### config.mk
export PLATFORM = sky130hd
export DESIGN_NAME = burst_read_gate
export DESIGN_NICKNAME = d
export VERILOG_FILES = /design/src/rtl/rg_pkg.sv /design/src/rtl/burst_read_gate_dp.sv /design/src/rtl/burst_read_gate_ctrl.sv /design/src/rtl/burst_read_gate.sv
export SDC_FILE = /design/constraint.sdc
export NUM_CORES = 1
export LEC_CHECK = 0
export ABC_AREA = 1
export BUFFER_PORTS_ARGS = -buffer_cell sky130_fd_sc_hd__buf_2
export CAP_MARGIN = 20
export CORE_ASPECT_RATIO = 1.75
export CORE_MARGIN = 4
export CORE_UTILIZATION = 60
export DETAILED_ROUTE_END_ITERATION = 16
export GPL_TIMING_DRIVEN = 0
export PLACE_DENSITY = 0.81
export RECOVER_POWER = 25
export SKIP_LAST_GASP = 1
export SYNTH_ARGS = -nofsm -noshare
export SYNTH_HDL_FRONTEND = slang
export SYNTH_SLANG_ARGS = --single-unit
### constraint.sdc
create_clock -name clk -period 7.4 [get_ports clk]
set_input_delay 0 -clock clk [delete_from_list [all_inputs] [get_ports clk]]
set_output_delay 0 -clock clk [all_outputs]
set_load 0.03 [all_outputs]
### src/rtl/rg_pkg.sv
package rg_pkg;

  localparam logic [1:0] RESP_OKAY = 2'b00;

  typedef struct packed {
    logic push;
    logic pop;
    logic wmUpdate;
    logic frameClear;
    logic slotLoad;
    logic slotClear;
    logic sliceStep;
  } gateStrobes_t;

  typedef struct packed {
    logic headCurrent;
    logic slotAllowed;
    logic crossBoundary;
    logic wmFull;
  } gateStatus_t;

endpackage

### src/rtl/burst_read_gate_dp.sv
module burst_read_gate_dp
  import rg_pkg::*;
#(
  parameter int ADDR_W     = 32,
  parameter int LEN_W      = 8,
  parameter int SIZE_W     = 3,
  parameter int FIFO_DEPTH = 4
) (
  input  logic              clk,
  input  logic              rstN,
  input  gateStrobes_t      strobes,
  input  logic              curEpoch,
  input  logic              frameDone,
  input  logic [ADDR_W-1:0] cfgBase,
  input  logic [ADDR_W-1:0] cfgSize,
  input  logic              cfgSlices16,
  input  logic [ADDR_W-1:0] awAddr,
  input  logic [LEN_W-1:0]  awLen,
  input  logic [SIZE_W-1:0] awSize,
  input  logic [ADDR_W-1:0] arAddrIn,
  input  logic [LEN_W-1:0]  arLenIn,
  input  logic [SIZE_W-1:0] arSizeIn,
  output logic [ADDR_W-1:0] arAddrOut,
  output logic [LEN_W-1:0]  arLenOut,
  output logic [SIZE_W-1:0] arSizeOut,
  output logic [ADDR_W-1:0] watermark,
  output gateStatus_t       status
);

  localparam int PTR_W = (FIFO_DEPTH > 1) ? $clog2(FIFO_DEPTH) : 1;
  localparam logic [PTR_W-1:0] LAST_PTR = PTR_W'(FIFO_DEPTH - 1);

  function automatic logic [ADDR_W-1:0] burstBytes(input logic [LEN_W-1:0] len,
                                                   input logic [SIZE_W-1:0] sz);
    return (ADDR_W'(len) + ADDR_W'(1)) << sz;
  endfunction

  function automatic logic inWindow(input logic [ADDR_W-1:0] addr,
                                    input logic [ADDR_W-1:0] base,
                                    input logic [ADDR_W-1:0] size);
    return (addr >= base) && ((addr - base) < size);
  endfunction

  // Outstanding-burst queue: end offset, window flag, frame epoch
  logic [ADDR_W-1:0] fifoEnd   [FIFO_DEPTH];
  logic              fifoWin   [FIFO_DEPTH];
  logic              fifoEpoch [FIFO_DEPTH];
  logic [PTR_W-1:0]  wrPtr, rdPtr;

  always_ff @(posedge clk) begin
    if (strobes.push) begin
      fifoEnd[wrPtr]   <= (awAddr - cfgBase) + burstBytes(awLen, awSize);
      fifoWin[wrPtr]   <= inWindow(awAddr, cfgBase, cfgSize);
      fifoEpoch[wrPtr] <= curEpoch ^ strobes.frameClear;
    end
  end

  always_ff @(posedge clk) begin
    if (!rstN) begin
      wrPtr <= '0;
      rdPtr <= '0;
    end else begin
      if (strobes.push) wrPtr <= (wrPtr == LAST_PTR) ? '0 : wrPtr + PTR_W'(1);
      if (strobes.pop)  rdPtr <= (rdPtr == LAST_PTR) ? '0 : rdPtr + PTR_W'(1);
    end
  end

  // Watermark and next slice boundary
  logic [ADDR_W-1:0] boundary;
  logic [ADDR_W-1:0] sliceBytes;
  logic [ADDR_W-1:0] headEnd;

  assign sliceBytes = cfgSlices16 ? (cfgSize >> 4) : (cfgSize >> 3);
  assign headEnd    = fifoEnd[rdPtr];

  always_ff @(posedge clk) begin
    if (!rstN) begin
      watermark <= '0;
      boundary  <= '1;
    end else begin
      if (strobes.frameClear) begin
        watermark <= '0;
        boundary  <= sliceBytes;
      end else begin
        if (strobes.wmUpdate && (headEnd > watermark)) watermark <= headEnd;
        if (strobes.sliceStep) boundary <= boundary + sliceBytes;
      end
    end
  end

  // Single held read
  logic [ADDR_W-1:0] slotEnd;
  logic              slotInWin;

  always_ff @(posedge clk) begin
    if (!rstN) begin
      arAddrOut <= '0;
      arLenOut  <= '0;
      arSizeOut <= '0;
      slotEnd   <= '0;
      slotInWin <= 1'b0;
    end else if (strobes.slotLoad) begin
      arAddrOut <= arAddrIn;
      arLenOut  <= arLenIn;
      arSizeOut <= arSizeIn;
      slotEnd   <= (arAddrIn - cfgBase) + burstBytes(arLenIn, arSizeIn);
      slotInWin <= inWindow(arAddrIn, cfgBase, cfgSize);
    end
  end

  always_comb begin
    status.headCurrent   = fifoWin[rdPtr] && (fifoEpoch[rdPtr] == curEpoch);
    status.slotAllowed   = !slotInWin || frameDone || (slotEnd <= watermark);
    status.crossBoundary = watermark >= boundary;
    status.wmFull        = (cfgSize != '0) && (watermark >= cfgSize);
  end

endmodule

### src/rtl/burst_read_gate_ctrl.sv
module burst_read_gate_ctrl
  import rg_pkg::*;
#(
  parameter int FIFO_DEPTH = 4
) (
  input  logic         clk,
  input  logic         rstN,
  input  logic         cfgSlices16,
  input  logic         frameStart,
  input  logic         awValidIn,
  input  logic         awReadyIn,
  input  logic         bValid,
  input  logic         bReady,
  input  logic [1:0]   bResp,
  input  logic         arValidIn,
  input  logic         arReadyIn,
  input  gateStatus_t  status,
  output gateStrobes_t strobes,
  output logic         curEpoch,
  output logic         awReadyOut,
  output logic         awValidOut,
  output logic         arReadyOut,
  output logic         arValidOut,
  output logic         slicePulse,
  output logic         frameDone
);

  localparam int CNT_W = $clog2(FIFO_DEPTH + 1);
  localparam logic [CNT_W-1:0] FULL_CNT = CNT_W'(FIFO_DEPTH);

  logic [CNT_W-1:0] count;
  logic             slotValid;
  logic [4:0]       sliceCount;
  logic [4:0]       sliceTotal;
  logic             fifoFull;

  assign fifoFull   = (count == FULL_CNT);
  assign sliceTotal = cfgSlices16 ? 5'd16 : 5'd8;

  always_comb begin
    strobes.frameClear = frameStart;
    strobes.push       = awValidIn && awReadyIn && !fifoFull;
    strobes.pop        = bValid && bReady && (count != '0);
    strobes.wmUpdate   = strobes.pop && (bResp == RESP_OKAY) && status.headCurrent && !frameStart;
    strobes.slotLoad   = arValidIn && !slotValid;
    strobes.slotClear  = slotValid && status.slotAllowed && arReadyIn;
    strobes.sliceStep  = !frameStart && (sliceCount != sliceTotal) && status.crossBoundary;
  end

  assign awReadyOut = awReadyIn && !fifoFull;
  assign awValidOut = awValidIn && !fifoFull;
  assign arReadyOut = !slotValid;
  assign arValidOut = slotValid && status.slotAllowed;
  assign slicePulse = strobes.sliceStep;

  always_ff @(posedge clk) begin
    if (!rstN) begin
      count      <= '0;
      slotValid  <= 1'b0;
      sliceCount <= '0;
      frameDone  <= 1'b0;
      curEpoch   <= 1'b0;
    end else begin
      case ({strobes.push, strobes.pop})
        2'b10:   count <= count + CNT_W'(1);
        2'b01:   count <= count - CNT_W'(1);
        default: count <= count;
      endcase

      if (strobes.slotLoad)       slotValid <= 1'b1;
      else if (strobes.slotClear) slotValid <= 1'b0;

      if (frameStart) begin
        sliceCount <= '0;
        frameDone  <= 1'b0;
        curEpoch   <= !curEpoch;
      end else begin
        if (strobes.sliceStep) sliceCount <= sliceCount + 5'd1;
        if (status.wmFull)     frameDone  <= 1'b1;
      end
    end
  end

endmodule

### src/rtl/burst_read_gate.sv
module burst_read_gate
  import rg_pkg::*;
#(
  parameter int ADDR_W     = 32,
  parameter int LEN_W      = 8,
  parameter int SIZE_W     = 3,
  parameter int FIFO_DEPTH = 4
) (
  input  logic              clk,
  input  logic              rstN,
  input  logic [ADDR_W-1:0] cfgBase,
  input  logic [ADDR_W-1:0] cfgSize,
  input  logic              cfgSlices16,
  input  logic              frameStart,
  input  logic              awValidIn,
  output logic              awReadyOut,
  input  logic [ADDR_W-1:0] awAddr,
  input  logic [LEN_W-1:0]  awLen,
  input  logic [SIZE_W-1:0] awSize,
  output logic              awValidOut,
  input  logic              awReadyIn,
  input  logic              bValid,
  input  logic              bReady,
  input  logic [1:0]        bResp,
  input  logic              arValidIn,
  output logic              arReadyOut,
  input  logic [ADDR_W-1:0] arAddrIn,
  input  logic [LEN_W-1:0]  arLenIn,
  input  logic [SIZE_W-1:0] arSizeIn,
  output logic              arValidOut,
  input  logic              arReadyIn,
  output logic [ADDR_W-1:0] arAddrOut,
  output logic [LEN_W-1:0]  arLenOut,
  output logic [SIZE_W-1:0] arSizeOut,
  output logic [ADDR_W-1:0] watermark,
  output logic              slicePulse,
  output logic              frameDone
);

  gateStrobes_t strobes;
  gateStatus_t  status;
  logic         curEpoch;

  burst_read_gate_ctrl #(.FIFO_DEPTH(FIFO_DEPTH)) u_ctrl (
    .clk        (clk),
    .rstN       (rstN),
    .cfgSlices16(cfgSlices16),
    .frameStart (frameStart),
    .awValidIn  (awValidIn),
    .awReadyIn  (awReadyIn),
    .bValid     (bValid),
    .bReady     (bReady),
    .bResp      (bResp),
    .arValidIn  (arValidIn),
    .arReadyIn  (arReadyIn),
    .status     (status),
    .strobes    (strobes),
    .curEpoch   (curEpoch),
    .awReadyOut (awReadyOut),
    .awValidOut (awValidOut),
    .arReadyOut (arReadyOut),
    .arValidOut (arValidOut),
    .slicePulse (slicePulse),
    .frameDone  (frameDone)
  );

  burst_read_gate_dp #(
    .ADDR_W(ADDR_W), .LEN_W(LEN_W), .SIZE_W(SIZE_W), .FIFO_DEPTH(FIFO_DEPTH)
  ) u_dp (
    .clk        (clk),
    .rstN       (rstN),
    .strobes    (strobes),
    .curEpoch   (curEpoch),
    .frameDone  (frameDone),
    .cfgBase    (cfgBase),
    .cfgSize    (cfgSize),
    .cfgSlices16(cfgSlices16),
    .awAddr     (awAddr),
    .awLen      (awLen),
    .awSize     (awSize),
    .arAddrIn   (arAddrIn),
    .arLenIn    (arLenIn),
    .arSizeIn   (arSizeIn),
    .arAddrOut  (arAddrOut),
    .arLenOut   (arLenOut),
    .arSizeOut  (arSizeOut),
    .watermark  (watermark),
    .status     (status)
  );

endmodule

# Word-level counts from Yosys, hierarchy flattened
# Memories as Yosys holds them, arrays and structs flattened. A register that Yosys moved wholly into a read port is not among the register bits.
# Cells that the tools add are included.
[totals]
mem_count = 3
out_inout_bits = 81
ram_bits = 136
reg_bits = 155
input_bits = 162
[memory_table]
columns = ["name", "words", "width", "rd", "rd_clocked_by_memory_dff", "write_ports", "line_no", "text"]
rows = [
  ["u_dp.fifoEnd", 4, 32, 1, 1, 1, "burst_read_gate_dp.sv:45", "logic [ADDR_W-1:0] fifoEnd [FIFO_DEPTH];"],
  ["u_dp.fifoEpoch", 4, 1, 1, 1, 1, "burst_read_gate_dp.sv:47", "logic fifoEpoch [FIFO_DEPTH];"],
  ["u_dp.fifoWin", 4, 1, 1, 1, 1, "burst_read_gate_dp.sv:46", "logic fifoWin [FIFO_DEPTH];"],
]
[classes]
bitwise_logic = 2
magnitude_cmp = 8
eq_ne = 7
reduce_logical = 33
n_addsub = 12
n_mux = 17
shifts = 2
[ops]
columns = ["cell", "n"]
rows = [
  ["32-bit >= comparator", 4],
  ["32-bit adder", 3],
  ["32-bit < comparator", 2],
  ["32-bit two-way mux", 2],
  ["32-bit by 3-bit << shifter with 32-bit output", 2],
  ["32-bit subtractor", 2],
  ["32-bit > comparator", 1],
  ["32-bit less-or-equal comparator", 1],
  ["32-bit nonzero test", 1],
  ["29-bit two-way mux", 1],
  ["1-bit logical AND", 19],
  ["8-bit by 1-bit adder with 9-bit output (second input constant)", 2],
  ["2-bit two-way mux", 8],
  ["2-bit equality test (second input constant)", 3],
  ["3-bit case mux with 2 select lines", 1],
  ["2-bit nonzero test", 3],
  ["5-bit by 1-bit adder with 5-bit output (second input constant)", 1],
  ["1-bit logical NOT", 5],
  ["5-bit two-way mux", 1],
  ["5-bit != test", 1],
  ["2-bit by 1-bit adder with 2-bit output (second input constant)", 2],
  ["1-bit two-way mux", 4],
  ["3-bit by 1-bit adder with 3-bit output (second input constant)", 1],
  ["3-bit equality test (second input constant)", 1],
  ["other kinds (9)", 10],
]

# Logic depth before layout (Yosys ltp)
# Gate-level depths: netlist of run 1.
[depth]
depth_word = 7
depth_mapped = 25

# By module
# A second synthesis of run 1 with hierarchy kept.
[unflattened]
cells_unflattened = 3606
area_unflattened_um2 = 25269.2
[modules_own_cells]
columns = ["mod", "cells_each", "n_inst", "area_each_um2", "seq_area_each_um2"]
rows = [
  ["burst_read_gate_dp", 3501, 1, 24552.3, 7006.7],
  ["burst_read_gate_ctrl", 105, 1, 716.9, 220.2],
]

# Worst setup path after synthesis of run 1
# Ideal clock, no wire load.
[synth_path]
kind = "flip-flop to flip-flop"
startpoint = "register u_ctrl.count[2]"
endpoint = "memory u_dp.fifoEnd[0][0] (enable)"
path_slack_ns = 4.263
t_required_ns = 6.975
period_less_slack_ns = 3.137
path_stages_with_launch = 6
arrival_ns = 2.711
n_path_buf = 0
setup_ns = 0.425
cell_sequence = "dfxtp_1 inv_1 nor3_1 nor2_1 nand2_1 nor2_1"
[synth_via]
elab_chain_cells = 5
[synth_rtl]
columns = ["item", "line_no", "text"]
rows = [
  ["start: declaration", "burst_read_gate_ctrl.sv:31", "logic [CNT_W-1:0] count;"],
  ["start signal: assignment", "burst_read_gate_ctrl.sv:65", "2'b10: count <= count + CNT_W'(1);"],
  ["start signal: assignment", "burst_read_gate_ctrl.sv:66", "2'b01: count <= count - CNT_W'(1);"],
  ["start signal: assignment", "burst_read_gate_ctrl.sv:67", "default: count <= count;"],
  ["3-bit equality test", "burst_read_gate_ctrl.sv:37", "assign fifoFull = (count == FULL_CNT);"],
  ["1-bit logical NOT", "burst_read_gate_ctrl.sv:42", "strobes.push = awValidIn && awReadyIn && !fifoFull;"],
  ["1-bit logical AND", "burst_read_gate_ctrl.sv:42", ""],
  ["1-bit two-way mux", "burst_read_gate_dp.sv:51", "if (strobes.push) begin"],
  ["1-bit two-way mux (not written as such)", "burst_read_gate_dp.sv:52", "fifoEnd[wrPtr] <= (awAddr - cfgBase) + burstBytes(awLen, awSize);"],
  ["end: declaration", "burst_read_gate_dp.sv:45", ""],
]
# No other way between the ends.

==> results of run 1 <==
## per-layer routing
metal	share of wire, %	routed length, um	vias up	GRT usage, %
met2	45	48260	1627	74.04
li1	-	-	12930	-
met3	10	10900	690	14.78
met5	0.0066	7	-	0
met1	30	32240	12420	42.14
met4	14	15190	2	49.98
## what timing repair did
action,4_1_cts,5_1_grt
hold buffers,73,0
hold endpoints to repair,75,0
buffers inserted,0,0
## worst paths after layout
check / endpoint / cells after the start
worst max register to register: u_dp.watermark[13] / 17
worst max-delay path: u_dp.watermark[13] / 17
worst min-delay path: u_dp.wrPtr[1] / 3
worst min register to register: u_dp.slotEnd[0] / 2
## final cells by class
type	count	area [um^2]	share of cell area [%]
inverter	509	1911	6.543
clock buffer	33	782.0	2.678
multi-input combinational	2791	16140	55.28
timing repair buffer	318	1922	6.581
clock inverter	19	196.4	0.6727
buffer	82	320.3	1.097
sequential	293	7227	24.75
antenna	3	7.507	0.02571
tap	555	694.4	2.378
## cells by family after synthesis
family / share of synthesized area [%]
flops: 28.23
fa+ha+maj: 16.35
xor+xnor: 4.037
buf+inv: 8.719
compound gates: 15.15
mux: 0.4692
simple gates: 27.05
## power breakdown
group	switching (mW)	leakage, nW	total [mW]	internal [mW]
Sequential	0.0616	2.53	1.93	1.87
Combinational	1.58	11.3	2.30	0.720
Clock	0.714	0.474	1.58	0.867
Total	2.36	14.3	5.81	3.45
## sequential cells by signal, summed over array words and instances (netlist names), 5 cells and up, named ones only
| signal | count |
|---|---|
| u_ctrl.sliceCount | 5 |
| u_dp.arAddrOut | 32 |
| u_dp.arLenOut | 8 |
| u_dp.boundary | 32 |
| u_dp.fifoEnd | 128 |
| u_dp.slotEnd | 32 |
| u_dp.watermark | 32 |
## worst min-delay path, stage by stage
cell,delay (ps)
buf_2,100
nand2_1,280
a21oi_1,120
## synthesized netlist by cell type (all sizes together) (29+ instances only)
master	n	area (um^2)
nand2	800	3133
inv	508	1907
nor2	482	1882
o21ai	344	1733
ha	325	4066
a21oi	259	1308
nand3	196	1039
dfxtp	157	3143
edfxtp	136	4084
xor2	91	797.0
clkbuf	65	244.0
nand4	48	300.3
o22ai	33	206.5
nor3	29	172.7
## stage by stage
stage | total power, mW | util (%) | setup WS (ps) | instance area [um^2]
6_report | 5.809 | 69.54 | 2439 | 29200
5_1_grt | 6.067 | 69.52 | 2237 | 29190
2_1_floorplan | 3.419 | - | 4263 | 25600
3_5_place_dp | 4.108 | 65.73 | 3060 | 27600
4_1_cts | 5.678 | 69.80 | 3018 | 29310
3_3_place_gp | 4.070 | 65.47 | 3053 | 27490
==> impl_results.md, run 1 <==
- Status: finished, violations left
- Violated checks: hold timing
- DRC viols: 0
- Remaining antenna violation count: 0
- Final HPWL DP: 81.92 mm
- Root buffer cell: clkbuf_16
- Worst stage delay on the critical path: 850 ps
- Global-route wire length before repair: 156.8 mm
- DR vias: 27670
- Critical path cell sequence: inv_1, clkbuf_1, clkbuf_1, o21ai_0, o22ai_1, ha_1, inv_1, nor2_1, nor2_1, o21a_1, o211ai_1, a21oi_1, o21ai_0, nand2_1, clkbuf_1, o21ai_0, nor2_1
- Syn Area/Cell: 6.967 um^2
- Nets: 4516
- H-tree depth: 1
- Library cells used by synthesis: between 60 and 70
- P&R area growth vs syn: 14.06%
- Filler cells: 3747
- Synth Cell Area: 25600 um^2
- Slowest CP cell: o22ai_1
- Net Count, Synth: 4168
- Die area: 46170 um^2
- CP Data Arrival Time: 5490 ps
- Crit. End Element: flop
- Commonest non-fill, non-tap cell in the layout: nand2_1
- Total congestion overflow: 0
- Worst EP required: 7930 ps
- Most used DFF post-synth: dfxtp_1
- Setup CP Type: reg -> reg
- CP Launch Type: flop
- Clock Tree Buf Depth: 3
- Final critical-path required period: 4961 ps
- Commonest non-fill, non-tap cells in the layout: nand2_1, inv_1, nor2_1, o21ai_0, ha_1
- CP Buf/Inv Count: 5
- Max Slew Vio Count: 0
- Drt total wl: around 110 mm
- Initial antenna violation count: 5
- IO Port Bufs: 239
- Slew headroom: 12.00%
- Static Leak: 14.26 nW
- Largest net degree at the start of global routing: 30
- Min-delay src: awValidIn
- Number of global-route vias before repair: 27140
- CTS tree: done
- Total track usage: 45.60%
- Starting Density: 60.97%
- Hold Vio Cnt, Final: 2
- CP delay by family, top: buffers and inverters
- RSZ-0062 raised after global routing: false
- Minimum setup slack among reg-to-reg paths: 2440 ps
- # rows: 99
- Skew-Pair Late Insertion Delay: 590 ps
- Part of the Yosys area used for sequential elements: 28.23%
- Reg clk slew, reported paths: around 70 ps
- PwrDens: 198.9 nW/um^2
- CTS sink cnt: approximately 290
- Worst vdd ir: 240.3 uV
- CTS resizes: 0
- 1st-iter DRT viols: 2552
- First-pass DRT Iterations: 7
- Synth warnings: 0
- Core ar.: 41990 um^2
- FF+latch count, synth: 293
- Via density: 6.011
- Die Y: 281.3 um
- Post-synthesis cell count: approximately 3700
- Worst min-delay path class: in -> reg
- Number of enable flip-flop cells after synthesis: between 100 and 150
- Setup TNS Final: 0 ps
- Final hold slack: -38.84 ps
- Fin crit share: 67.04%
- CP max FO: 10
- Die X: roughly 160 um
- Post-synth ARST share: 0%
- Fmax achieved: between 0.2 and 0.25 GHz
- Routed len/inst: 23.16 um
- Max Cap Violations: 0
- CTS Buf Count: 28
- Non-filler cells, final: 4603
- Layout cells sized above 1: 8.035%
- Routability Congestion: ~1.0
- Clk_skew: about 19 ps
- Setup Viol. Count Final: 0
- Post-placement cell count: 4473
- Worst slew pin tran: 1314 ps
- I/O Pins: roughly 240
(Power assumes the default switching activity.)
==> run 2: changes to the inputs <==
--- a/config.mk
+++ b/config.mk
@@ -10,10 +10,10 @@
 export CAP_MARGIN = 20
 export CORE_ASPECT_RATIO = 1.75
 export CORE_MARGIN = 4
-export CORE_UTILIZATION = 60
+export CORE_UTILIZATION = 56
 export DETAILED_ROUTE_END_ITERATION = 16
 export GPL_TIMING_DRIVEN = 0
-export PLACE_DENSITY = 0.81
+export PLACE_DENSITY = 0.79
 export RECOVER_POWER = 25
 export SKIP_LAST_GASP = 1
 export SYNTH_ARGS = -nofsm -noshare
==> constraint.sdc (replaced) <==
create_clock -name clk -period 4.05 [get_ports clk]
set_input_delay 0 -clock clk [delete_from_list [all_inputs] [get_ports clk]]
set_output_delay 0 -clock clk [all_outputs]
set_load 0.03 [all_outputs]
==> run 2 against run 1 <==
  * The run ends with setup timing left
  * Routed wire length is 0.24% higher
  * Count of clock-buffer cells in the layout increased by 1
  * First-iteration DRC count is 12% lower
  * Non-clock buffer count up 4
  * Utilization down 4.7 points
==> impl_results.md, run 2 (synthesized netlist as in run 1, its figures left out) <==
- Final HPWL DP: 83.73 mm (+2.2%)
- I/O Pins: 243 (unchanged)
- 1st-iter DRT viols: 2242 (-12%)
- CP max FO: 10 (unchanged)
- Routability Congestion: 1.172 (+12%)
- Setup CP Type: in -> reg
- Global-route wire length before repair: 158.0 mm (+0.76%)
- DRC viols: 0 (unchanged)
- Commonest non-fill, non-tap cell in the layout: nand2_1
- Slowest CP cell: nor2_1
- Number of global-route vias before repair: 26940 (-0.76%)
- Critical path cell sequence: buf_2, clkbuf_1, clkbuf_1, o21ai_0, clkbuf_4, ha_1, nand2_1, nor2_1, nand2_1, nor2_2, a211oi_1, nand2_1, nand2_1, nand3_1, nand2_1, nand2_1, nand3_1
- Worst min-delay path class: in -> reg
- Remaining antenna violation count: 0 (unchanged)
- Worst vdd ir: 421.4 uV (+75%)
- Die Y: 290.9 um (+3.4%)
- Root buffer cell: clkbuf_16
- # rows: 103 (+4.0%)
- Core ar.: 45230 um^2 (+7.7%)
- Nets: 4520 (+0.089%)
- Die area: 49340 um^2 (+6.9%)
- Hold Vio Cnt, Final: 0 (-2)
- PwrDens: 363.3 nW/um^2 (+83%)
- Reg clk slew, reported paths: 70 ps (about the same)
- Total congestion overflow: 0 (unchanged)
- Final hold slack: 22.96 ps (+61.80 ps)
- Area of the multi-input gates: 16180 um^2 (+0.21%)
- Most flop-heavy register: u_dp.fifoEnd
- CP delay by family, top: simple AND/OR/NAND/NOR gates
- RSZ-0062 raised after global routing: false
- Worst EP required: 4490 ps (-3440 ps)
- Setup TNS Final: -0.9637 ps (-0.9637 ps)
- Max Cap Violations: 0 (unchanged)
- Via density: 5.889 (-2.0%)
- Final critical-path required period: 4051 ps
- Clk_skew: 14.38 ps (-4.118 ps)
- DR vias: 27260 (-1.5%)
- Worst stage delay on the critical path: 750 ps (-100 ps)
- Slew headroom: 15.57% (+3.6 points)
- Skew-Pair Late Insertion Delay: 580 ps (about the same)
- Routed len/inst: 23.09 um (-0.30%)
- Clock Tree Buf Depth: 3 (unchanged)
- CP Launch Type: input pin
- CTS Buf Count: 28 (unchanged)
- Filler cells: 4203 (+12%)
- CP Data Arrival Time: 4490 ps (-1000 ps)
- Commonest non-fill, non-tap cells in the layout: nand2_1, inv_1, nor2_1, o21ai_0, ha_1
- Violated checks: setup timing
- IO Port Bufs: 239 (unchanged)
- Crit path top cell by count: nand2_1
- Total track usage: 42.61% (-3.0 points)
- FF+latch area: 7228 um^2 (about the same)
- Fmax achieved: 0.2469 GHz
- Max reg flops: 128 (unchanged)
- First-pass DRT Iterations: 8 (+1)
- Fin crit share: 100.0%
- H-tree depth: 1 (unchanged)
- Worst slew pin tran: 1255 ps (-59.35 ps)
- CTS sink cnt: 293 (unchanged)
- CTS tree: done
- Drt total wl: 106.9 mm (+0.24%)
- CP Buf/Inv Count: 4 (-1)
- Status: finished, violations left
- Max Slew Vio Count: 0 (unchanged)
- Utilization after layout: 64.80% (-4.7 points)
- Initial antenna violation count: 5 (unchanged)
- Crit. End Element: flop
- Starting Density: 56.60% (-4.4 points)
- Die X: 169.6 um (+3.3%)
- Setup Viol. Count Final: 1 (+1)
- Final worst slack: -0.9637 ps (-2440 ps)
- P&R area growth vs syn: 14.50%
- Static Leak: 14.31 nW (+0.39%)
- Layout cells sized above 1: 8.471% (+0.44 points)
- Largest net degree at the start of global routing: 31 (+3.3%)
## run 2: worst min-delay path: stages
cell and delay (ps):
buf_2 100, nand2_1 50, o21ai_0 220, a21oi_1 120, nand3_1 90
## run 2: timing repair
| item | CTS | global route |
|---|---|---|
| buffers inserted | 0 | 4 |
| setup endpoints to repair | 32 | 37 |
| endpoints found under the hold margin | 71 | 0 |
| hold buffers | 70 | 0 |
| gates resized for setup | 1 | 22 |
## run 2: final timing paths
kind | from | to | slack (ps) | cells after the start
setup / recovery | cfgSlices16 | u_dp.boundary[28] | -1 | 17
hold / removal | cfgSize[27] | u_dp.boundary[23] | 20 | 5
setup reg to reg | flop | u_dp.watermark[27] | 80 | 15
hold reg to reg | u_dp.slotEnd[0] | u_dp.slotEnd[0] | 470 | 2
## run 2: where the power goes
part,internal [mW],total [mW],switching [mW]
sequential,3.41,3.51,0.103
combinational,1.33,4.22,2.89
clock,1.64,2.91,1.27
## run 2: final cells by class
type	instances	share of cell area (%)
multi-input cells	2791	55.18
flip-flops and latches	293	24.66
repair buffers	323	6.697
inverters	509	6.543
clock buffers	34	2.540
well taps	577	2.463
plain buffers	81	1.110
clock inverters	18	0.7897
diodes	2	0.01707
## run 2: per-stage QoR
stage | setup WS (ps) | power (mW) | cell area, um^2 | instances
2_1_floorplan | 913.3 | 6.246 | 25600 | 3675
3_3_place_gp | -292.3 | 7.447 | 27520 | 4491
3_5_place_dp | -306.1 | 7.528 | 27630 | 4495
4_1_cts | 19.65 | 10.43 | 29300 | 4616
5_1_grt | 23.64 | 11.14 | 29310 | 4626
6_report | -0.9637 | 10.65 | 29310 | 4628
## run 2: layer usage
| metal | wire, um | vias to the layer above | global-route usage, % |
|---|---|---|---|
| li1 | - | 12940 | - |
| met3 | 9760 | 601 | 12.53 |
| met2 | 49330 | 1461 | 70.27 |
| met4 | 14990 | 4 | 44.53 |
| met1 | 32750 | 12250 | 39.91 |
| met5 | 28 | - | 0 |
